`src/rtl/hlpPkg.sv`:
```
package hlpPkg;

  // position of the "byte waiting" flag in the status word
  localparam int READY_BIT = 1;
  localparam int BASE_BAUD = 115200;

  typedef struct packed {
    logic pushTx;
    logic popRx;
    logic rdStatus;
    logic rdOther;
  } hlpStrobes_t;

  typedef enum logic [1:0] {RX_IDLE, RX_START, RX_DATA, RX_STOP} rxState_t;

  // rounded clocks per oversample tick for a given bit rate
  function automatic int unsigned divFor(int unsigned clkHz, int unsigned baud);
    return (clkHz + baud * 8) / (baud * 16);
  endfunction

endpackage

```
`src/rtl/hlpFifo.sv`:
```
module hlpFifo #(
  parameter int WIDTH = 8,
  parameter int DEPTH = 16
) (
  input  logic             clk,
  input  logic             rstN,
  input  logic             push,
  input  logic             pop,
  input  logic [WIDTH-1:0] din,
  output logic [WIDTH-1:0] head,
  output logic             empty,
  output logic             full
);
  localparam int PTR_W = (DEPTH > 1) ? $clog2(DEPTH) : 1;
  localparam int CNT_W = $clog2(DEPTH + 1);

  logic [WIDTH-1:0] mem [DEPTH];
  logic [PTR_W-1:0] wrPtr, rdPtr;
  logic [CNT_W-1:0] count;
  logic doPush, doPop;

  assign empty  = (count == '0);
  assign full   = (count == CNT_W'(DEPTH));
  assign doPush = push && !full;
  assign doPop  = pop && !empty;
  assign head   = mem[rdPtr];

  function automatic logic [PTR_W-1:0] nextPtr(logic [PTR_W-1:0] p);
    return (p == PTR_W'(DEPTH - 1)) ? '0 : p + 1'b1;
  endfunction

  always_ff @(posedge clk) begin
    if (doPush) mem[wrPtr] <= din;
  end

  always_ff @(posedge clk or negedge rstN) begin
    if (!rstN) begin
      wrPtr <= '0;
      rdPtr <= '0;
      count <= '0;
    end else begin
      if (doPush) wrPtr <= nextPtr(wrPtr);
      if (doPop)  rdPtr <= nextPtr(rdPtr);
      case ({doPush, doPop})
        2'b10:   count <= count + 1'b1;
        2'b01:   count <= count - 1'b1;
        default: count <= count;
      endcase
    end
  end
endmodule

```
`src/rtl/hlpControl.sv`:
```
module hlpControl #(
  parameter int                ADDR_W      = 16,
  parameter logic [ADDR_W-1:0] STATUS_ADDR = 'hFF41,
  parameter logic [ADDR_W-1:0] DATA_ADDR   = 'hFF42
) (
  input  logic              [ADDR_W-1:0] busAddr,
  input  logic                           busRd,
  input  logic                           busWr,
  output hlpPkg::hlpStrobes_t            strb
);
  logic hitStatus, hitData;

  assign hitStatus = (busAddr == STATUS_ADDR);
  assign hitData   = (busAddr == DATA_ADDR);

  always_comb begin
    strb          = '0;
    strb.pushTx   = busWr && hitData;
    strb.popRx    = busRd && hitData;
    strb.rdStatus = busRd && hitStatus;
    strb.rdOther  = busRd && !hitStatus && !hitData;
  end
endmodule

```
`src/rtl/hlpDatapath.sv`:
```
module hlpDatapath #(
  parameter int CLK_HZ   = 100_000_000,
  parameter int RX_DEPTH = 4,
  parameter int TX_DEPTH = 16
) (
  input  logic                clk,
  input  logic                rstN,
  input  hlpPkg::hlpStrobes_t strb,
  input  logic [7:0]          wrByte,
  input  logic [1:0]          rateSel,
  input  logic                rxPin,
  output logic                txPin,
  output logic [7:0]          rdData,
  output logic                txOverflow,
  output logic                rxHasData,
  output logic                txFull,
  output logic                txBusy
);
  import hlpPkg::*;

  localparam int unsigned DIV0  = divFor(CLK_HZ, BASE_BAUD);
  localparam int unsigned DIV1  = divFor(CLK_HZ, BASE_BAUD * 2);
  localparam int unsigned DIV2  = divFor(CLK_HZ, BASE_BAUD * 4);
  localparam int unsigned DIV3  = divFor(CLK_HZ, BASE_BAUD * 8);
  localparam int          CNT_W = $clog2(DIV0 + 1);

  // ---------------- oversample tick ----------------
  logic [CNT_W-1:0] divLast, divCnt;
  logic tick;

  always_comb begin
    case (rateSel)
      2'd0:    divLast = CNT_W'(DIV0 - 1);
      2'd1:    divLast = CNT_W'(DIV1 - 1);
      2'd2:    divLast = CNT_W'(DIV2 - 1);
      default: divLast = CNT_W'(DIV3 - 1);
    endcase
  end

  assign tick = (divCnt >= divLast);

  always_ff @(posedge clk or negedge rstN) begin
    if (!rstN)     divCnt <= '0;
    else if (tick) divCnt <= '0;
    else           divCnt <= divCnt + 1'b1;
  end

  // ---------------- transmit path ----------------
  logic [7:0] txHead;
  logic       txEmpty, txPop;
  logic [9:0] txShift;
  logic [3:0] txTicks, txBitsLeft;

  assign txPop = !txBusy && tick && !txEmpty;

  hlpFifo #(.WIDTH(8), .DEPTH(TX_DEPTH)) txQueue (
    .clk(clk), .rstN(rstN), .push(strb.pushTx), .pop(txPop),
    .din(wrByte), .head(txHead), .empty(txEmpty), .full(txFull)
  );

  always_ff @(posedge clk or negedge rstN) begin
    if (!rstN) begin
      txBusy     <= 1'b0;
      txShift    <= '1;
      txTicks    <= '0;
      txBitsLeft <= '0;
    end else if (!txBusy) begin
      if (txPop) begin
        txShift    <= {1'b1, txHead, 1'b0};
        txBusy     <= 1'b1;
        txTicks    <= '0;
        txBitsLeft <= 4'd10;
      end
    end else if (tick) begin
      if (txTicks == 4'd15) begin
        txTicks    <= '0;
        txShift    <= {1'b1, txShift[9:1]};
        txBitsLeft <= txBitsLeft - 4'd1;
        if (txBitsLeft == 4'd1) txBusy <= 1'b0;
      end else begin
        txTicks <= txTicks + 4'd1;
      end
    end
  end

  assign txPin = txBusy ? txShift[0] : 1'b1;

  always_ff @(posedge clk or negedge rstN) begin
    if (!rstN)                        txOverflow <= 1'b0;
    else if (strb.pushTx && txFull)   txOverflow <= 1'b1;
  end

  // ---------------- receive path ----------------
  logic [1:0] rxSyncPipe;
  logic       rxSync;
  rxState_t   rxState;
  logic [3:0] rxTicks;
  logic [2:0] rxBit;
  logic [7:0] rxShift, rxHead;
  logic       rxPush, rxEmpty, rxFull;

  assign rxSync = rxSyncPipe[1];

  always_ff @(posedge clk or negedge rstN) begin
    if (!rstN) rxSyncPipe <= 2'b11;
    else       rxSyncPipe <= {rxSyncPipe[0], rxPin};
  end

  always_ff @(posedge clk or negedge rstN) begin
    if (!rstN) begin
      rxState <= RX_IDLE;
      rxTicks <= '0;
      rxBit   <= '0;
      rxShift <= '0;
      rxPush  <= 1'b0;
    end else begin
      rxPush <= 1'b0;
      if (tick) begin
        case (rxState)
          RX_IDLE: if (!rxSync) begin
            rxState <= RX_START;
            rxTicks <= '0;
          end
          RX_START: if (rxTicks == 4'd7) begin
            rxTicks <= '0;
            rxBit   <= '0;
            rxState <= rxSync ? RX_IDLE : RX_DATA;
          end else rxTicks <= rxTicks + 4'd1;
          RX_DATA: if (rxTicks == 4'd15) begin
            rxTicks <= '0;
            rxShift <= {rxSync, rxShift[7:1]};
            if (rxBit == 3'd7) rxState <= RX_STOP;
            else               rxBit   <= rxBit + 3'd1;
          end else rxTicks <= rxTicks + 4'd1;
          RX_STOP: if (rxTicks == 4'd15) begin
            rxTicks <= '0;
            rxState <= RX_IDLE;
            rxPush  <= rxSync;
          end else rxTicks <= rxTicks + 4'd1;
          default: rxState <= RX_IDLE;
        endcase
      end
    end
  end

  hlpFifo #(.WIDTH(8), .DEPTH(RX_DEPTH)) rxQueue (
    .clk(clk), .rstN(rstN), .push(rxPush), .pop(strb.popRx),
    .din(rxShift), .head(rxHead), .empty(rxEmpty), .full(rxFull)
  );

  assign rxHasData = !rxEmpty;

  // ---------------- read register ----------------
  logic [7:0] statusWord;

  always_comb begin
    statusWord            = '0;
    statusWord[READY_BIT] = rxHasData;
  end

  always_ff @(posedge clk or negedge rstN) begin
    if (!rstN)                          rdData <= '0;
    else if (strb.rdStatus)             rdData <= statusWord;
    else if (strb.popRx && rxHasData)   rdData <= rxHead;
    else if (strb.rdOther)              rdData <= '0;
  end

  logic unusedRx;
  assign unusedRx = rxFull;
endmodule

```
`src/rtl/hostLinkPort.sv`:
```
module hostLinkPort #(
  parameter int                CLK_HZ      = 100_000_000,
  parameter int                RX_DEPTH    = 4,
  parameter int                TX_DEPTH    = 16,
  parameter int                ADDR_W      = 16,
  parameter logic [ADDR_W-1:0] STATUS_ADDR = 'hFF41,
  parameter logic [ADDR_W-1:0] DATA_ADDR   = 'hFF42
) (
  input  logic              clk,
  input  logic              rstN,
  input  logic [ADDR_W-1:0] busAddr,
  input  logic [7:0]        busWrData,
  input  logic              busRd,
  input  logic              busWr,
  output logic [7:0]        busRdData,
  input  logic [1:0]        rateSel,
  input  logic              rxPin,
  output logic              txPin,
  output logic              txOverflow
);
  hlpPkg::hlpStrobes_t strb;
  logic rxHasData, txFull, txBusy;

  hlpControl #(.ADDR_W(ADDR_W), .STATUS_ADDR(STATUS_ADDR), .DATA_ADDR(DATA_ADDR)) ctrl (
    .busAddr(busAddr), .busRd(busRd), .busWr(busWr), .strb(strb)
  );

  hlpDatapath #(.CLK_HZ(CLK_HZ), .RX_DEPTH(RX_DEPTH), .TX_DEPTH(TX_DEPTH)) dp (
    .clk(clk), .rstN(rstN), .strb(strb), .wrByte(busWrData), .rateSel(rateSel),
    .rxPin(rxPin), .txPin(txPin), .rdData(busRdData), .txOverflow(txOverflow),
    .rxHasData(rxHasData), .txFull(txFull), .txBusy(txBusy)
  );
endmodule

```
`config.mk`:
```
export PLATFORM = sky130hd
export DESIGN_NAME = hostLinkPort
export DESIGN_NICKNAME = d
export VERILOG_FILES = /design/src/rtl/hlpPkg.sv /design/src/rtl/hlpFifo.sv /design/src/rtl/hlpControl.sv /design/src/rtl/hlpDatapath.sv /design/src/rtl/hostLinkPort.sv
export SDC_FILE = /design/constraint.sdc
export NUM_CORES = 1
export LEC_CHECK = 0
export BUFFER_PORTS_ARGS = -buffer_cell sky130_fd_sc_hd__buf_2
export CELL_PAD_IN_SITES_DETAIL_PLACEMENT = 0
export CELL_PAD_IN_SITES_GLOBAL_PLACEMENT = 1
export CORE_ASPECT_RATIO = 1.4
export CORE_MARGIN = 2
export CORE_UTILIZATION = 45
export CTS_CLUSTER_SIZE = 24
export DETAILED_ROUTE_END_ITERATION = 10
export PLACE_DENSITY = 0.77
export SKIP_CTS_REPAIR_TIMING = 1
export SYNTH_ARGS = -nofsm -noshare
export SYNTH_HDL_FRONTEND = slang
export SYNTH_SLANG_ARGS = --single-unit
```
`constraint.sdc`:
```
create_clock -name clk -period 2.95 [get_ports clk]
set_input_delay 0.59 -clock clk [delete_from_list [all_inputs] [get_ports clk]]
set_output_delay 0.59 -clock clk [all_outputs]
set_load 0.02 [all_outputs]
```
; ---- Yosys cells after proc, flatten, opt, wreduce, memory -nomap -nowiden
; Memories as Yosys holds them, arrays and structs flattened.
; Cells that the tools add are included.
[op_classes]
add_sub_neg = 13
n_lt_le_gt_ge = 1
n_eq_ne = 30
muxes = 51
n_reduce_logical = 35
[op_table]
columns = cell, n
row1 = two-way mux 4 bit, 13
row2 = two-way mux 10 bit, 4
row3 = == test 16 bit (second input constant), 2
row4 = two-way mux 8 bit, 3
row5 = case mux 6 bit (3 select lines), 1
row6 = adder 4 x 1 -> 4 bit (second input constant), 4
row7 = == test 4 bit (second input constant), 4
row8 = two-way mux 2 bit, 8
row9 = == test 2 bit (second input constant), 7
row10 = two-way mux 1 bit, 13
row11 = logical AND 1 bit, 12
row12 = case mux 3 bit (2 select lines), 2
row13 = case mux 4 bit (3 select lines), 1
row14 = case mux 5 bit (2 select lines), 1
row15 = two-way mux 3 bit, 3
row16 = == test 2 x 1 -> 1 bit (second input constant), 4
row17 = != test 2 x 1 -> 1 bit (second input constant), 4
row18 = != test 2 bit (second input constant), 4
row19 = case mux 2 bit (4 select lines), 1
row20 = nonzero test 2 bit, 4
row21 = logical NOT 1 bit, 7
row22 = adder 3 x 1 -> 3 bit (second input constant), 2
row23 = adder 6 x 1 -> 6 bit (second input constant), 1
row24 = == test 3 bit (second input constant), 2
row25 = other kinds (19), 23
[word_totals]
regBits = 74
mem_bits_rw = 160
out_inout_bits = 10
n_memories = 2
[mem_list]
columns = memory, depth, word_bits, read_ports, rd_clocked_by_memory_dff, write_ports, line
row1 = dp.txQueue.mem, 16, 8, 1, 0, 1, hlpFifo.sv:17  ; logic [WIDTH-1:0] mem [DEPTH];
row2 = dp.rxQueue.mem, 4, 8, 1, 0, 1, hlpFifo.sv:17

; ---- Depth between registers and ports, before layout
[depth]
ltp_word = 8
ltp_mapped = 16
depth_no_buf = 16

; ---- Hierarchy
; A second synthesis with hierarchy kept.
[unflattened]
cells_unflattened = 659
area_unflattened_um2 = 10209.8
[modules_own_cells]
columns = module, n_inst, cells_each, area_each_um2, seq_area_each_um2
row1 = hlpFifo (dp.txQueue), 1, 311, 5760.5, 4169.0
row2 = hlpDatapath, 1, 255, 2708.8, 1340.0
row3 = hlpFifo (dp.rxQueue), 1, 82, 1636.6, 1136.1
row4 = hlpControl, 1, 11, 103.8, 0.0

; ---- Worst setup path before layout
; OpenSTA, ideal clock, no wires.
[synth_path]
path_kind = in2reg
start = input rateSel[0]
end = register dp.txQueue.count[4]
setup_time_ns = 0.125
arrival_time_ns = 3.297
t_required_ns = 2.825
path_slack_ns = -0.472
path_stages = 16
path_buffers = 0
path_cell_list = inv_1 ha_1 inv_1 ha_1 a211o_1 a21oi_1 o21ai_0 nand2_1 inv_1 ha_1 fa_1 a21o_1 a21oi_1 xor2_1 nor2_1 xor2_1
[synth_via]
elab_chain_cells = 8
[synth_rtl]
columns = element, line
row1 = from (decl), hostLinkPort.sv:16  ; input logic [1:0] rateSel,
row2 = "== test 2 bit, or another cell as far along", hlpDatapath.sv:32  ; case (rateSel)
row3 = case mux 6 bit (3 select lines) (*), hlpDatapath.sv:32
row4 = >= comparator 6 bit (*), hlpDatapath.sv:40  ; assign tick = (divCnt >= divLast);
row5 = logical AND 1 bit (*) (2 in series), hlpDatapath.sv:54  ; assign txPop = !txBusy && tick && !txEmpty;
row6 = logical AND 1 bit (*), hlpFifo.sv:25  ; assign doPop = pop && !empty;
row7 = named net dp.txQueue.doPop, hlpFifo.sv:20  ; logic doPush, doPop;
row8 = == test 2 x 1 -> 1 bit / == test 2 bit (equally long branches), hlpFifo.sv:44  ; case ({doPush, doPop})
row9 = case mux 5 bit (2 select lines) / nonzero test 2 bit (equally long branches), --
row10 = to (signal assigned), hlpFifo.sv:45  ; 2'b10: count <= count + 1'b1;
row11 = to (signal assigned), hlpFifo.sv:46  ; 2'b01: count <= count - 1'b1;
row12 = to (signal assigned), hlpFifo.sv:47  ; default: count <= count;
row13 = to (decl), hlpFifo.sv:19  ; logic [CNT_W-1:0] count;
; Mark *: on every way through the listed nets, which the timed path passes. The rest lies on a longest branch.
; A chain may end at the register's enable or synchronous reset.

; ---- Worst setup path after layout
[layout_path]
start = input rateSel[1]
end = register dp.txQueue.count[4]
; The elaborated chain is that of the path after synthesis.

==> impl_metrics.toml <==
[detailed_routing]
first_pass_iters = 4
detail_route.wl_per_cell_um = 18.54
drtAntennaViolNets = 0
routed_via_density = 5.441
drt_iter0_markers = 421
drc = 0
via_count = 5544
routed_wl_mm = 18.89

[critical_path]
startpoint_type = "input port"
critPathRequiredTime_ps = 3330
critical_path_arrival_ps = 3230
crit_fanout = 3
path_class = "in -> reg"
end_kind = "flop"

[die]
die_h_um = 179.8
fp-row-count = 64
die_w_um = 129.6
ios = 41
core-area_um2 = 21780
dieArea_um2 = 23300
start_util_pct = 45.62

[global_route]
grt_pass1_wl_mm = 30.38
grt_max_degree = 45
grt.overflow.total = 0
grt.total_usage_pct = 16.54
antenna_found_initial = 0
grt_pass1_vias = 5910

[power]
leakagePower_nw = 4.385
internal-power_mw = 5.758
combPwrFrac_pct = 8.9
clkPwrFrac_pct = 40.5
switchingPower_mw = 1.686
vdd_drop_max_mv = 0.4564
pwr_density_cell_nw_per_um2 = 638.7
seqPwrFrac_pct = 50.6
swShare_pct = 22.65

[yosys]
yosysTopAreaCell = "edfxtp_1"
synthArstFlopShare_pct = 31.33
syn-mean-instance-area_um2 = 15.95
synth-edff-count = 160
synthDistinctLibCells = 62
synth_flop_cell = "edfxtp_1"
synth.most_common_cell = "edfxtp_1"
ys_seq_area_share_pct = 66.87
synth_nets = 689
synthCells = 623
synth.top_cell.area_share_pct = 48.35
synth_seq_cells = 233
synthTopCellsByArea = "edfxtp_1, dfrtp_1, mux4_2"
synth_commonest_cells = "edfxtp_1, dfrtp_1, ha_1"
yosysWarnings = 0
synth_area_um2 = 9937

[clock_tree]
ctsRootBufferMaster = "clkbuf_16"
htreeDepth = 1
clk_latency_ps = 510
clock_sink_count = 233
clockBufferDepth = 3
numCtsBuffers = 24
cts_tree = "done"
path_clk_slew_ps = 60

[timing]
final-max-slew-violation-count = 0
slew_headroom_pct = 42.27
whs_ps = 87.48
min_period_ps = 2849
fin_ws_ps = 101.4
min_period_over_period_pct = 96.56
tns_ps = 0
skew_ps = 14.30
worst_pin_slew_ps = 865.9
setup_viol = 0
fmax_mhz = 351.1
hold_viol = 0
rsz0062_at_grt = "no"

[place]
gp_congestion = 0.7588
io_buffers = 40
dpl.hpwl_mm = 13.05
dp.cells = 975
place_ws_ps = -471.3

[min_path]
holdCritPathClass = "in -> async"

[job]
maxCapViolCount = 0

[final_layout]
multiInputGateArea_um2 = 3187
final_cell_count_no_fill = 1019
diodes = 0
drive_gt1_share_pct = 29.09
syn2layout_area_growth_pct = 17.29
fillers = 1787
final_nets = 772
regArea_um2 = 6646

[run_status]
status = "complete, no violations"
placed cells by master (no fill, tap or decap), types with 19 or more instances in the layout:
master,n
buf_2,38
edfxtp_1,160
ha_1,28
mux2_2,22
mux2i_1,19
buf_4,41
mux4_2,31
nand2_1,23
dfrtp_1,61
nor2_1,30
clkbuf_16,25
sequential cells by signal, indices dropped and copies added, names as in the netlist, 5 cells and up, named ones only:
signal,cells
dp.rxShift,8
dp.rxQueue.mem,32
dp.divCnt,6
dp.txQueue.mem,128
dp.txShift,9
dp.txQueue.count,5
dp.rdData,8
power by group through the flow:
stage          logic, mW  clock network (mW)  registers, mW
2_1_floorplan      0.483                   0           3.77
3_3_place_gp       0.609                   0           3.82
3_5_place_dp       0.657                   0           3.83
4_1_cts            0.661                3.08           3.76
5_1_grt            0.754                3.20           3.79
6_report           0.664                3.01           3.77
kinds of logic (layout without fill, tap and decap cells):
| group | after synthesis | after routing | synth area share (%) |
|---|---|---|---|
| simple gates | 128 | 128 | 6.963 |
| fa+ha+maj | 35 | 35 | 4.558 |
| compound gates | 92 | 92 | 6.749 |
| xor+xnor | 15 | 15 | 1.322 |
| mux | 74 | 74 | 11.74 |
| flops | 233 | 233 | 66.87 |
| buf+inv | 46 | 145 | 1.800 |
layout make-up:
class / instances / area share [%]
clock buffers: 29 / 5.582
repair buffers: 84 / 4.981
clock inverters: 13 / 1.245
flip-flops and latches: 233 / 57.03
well taps: 297 / 3.188
multi-input cells: 344 / 27.34
inverters: 19 / 0.6334
critical path: stages:
cell and delay [ps]:
buf_2 110, inv_4 50, ha_4 250, inv_1 60, ha_4 210, a211o_1 300, a21oi_2 170, o21ai_2 100
nand2_1 110, inv_2 60, ha_4 170, fa_2 370, a21o_1 200, a21oi_2 120, xor2_1 140, nor2_1 70
xor2_1 130
metrics by stage:
step / instance area, um^2 / utilization, % / total power [mW]
2_1_floorplan: 9980 / - / 4.252
3_3_place_gp: 10790 / 49.56 / 4.424
3_5_place_dp: 10790 / 49.56 / 4.484
4_1_cts: 11590 / 53.21 / 7.503
5_1_grt: 11650 / 53.51 / 7.744
6_report: 11650 / 53.51 / 7.444
layer usage:
layer / track usage (%) / up-vias / share of wire, %
met4: 4.172 / 0 / 1.7
met5: 0 / - / 0
met1: 19.03 / 2851 / 38
met3: 2.024 / 32 / 2.6
met2: 31.79 / 87 / 57
li1: - / 2574 / -
path summary, 6_finish.rpt:
kind                                                 start                               to  depth (start not counted)  slack (ps)
worst min-delay path                                  rstN         dp.rdData[0]$_DFFE_PN0P_                          1          90
min in group clk                                     rxPin       dp.rxSyncPipe[0]$_DFF_PN1_                          1         180
worst min register to register  dp.rxSyncPipe[0]$_DFF_PN1_       dp.rxSyncPipe[1]$_DFF_PN1_                          0         360
max in group asynchronous                             rstN        dp.txShift[8]$_DFFE_PN1P_                          2        2210
worst max register to register      dp.divCnt[3]$_DFF_PN0_  dp.txQueue.count[4]$_DFFE_PN0P_                         13         160
worst max-delay path                            rateSel[1]  dp.txQueue.count[4]$_DFFE_PN0P_                         17         100
No activity file was read; power rests on OpenSTA's default activity.
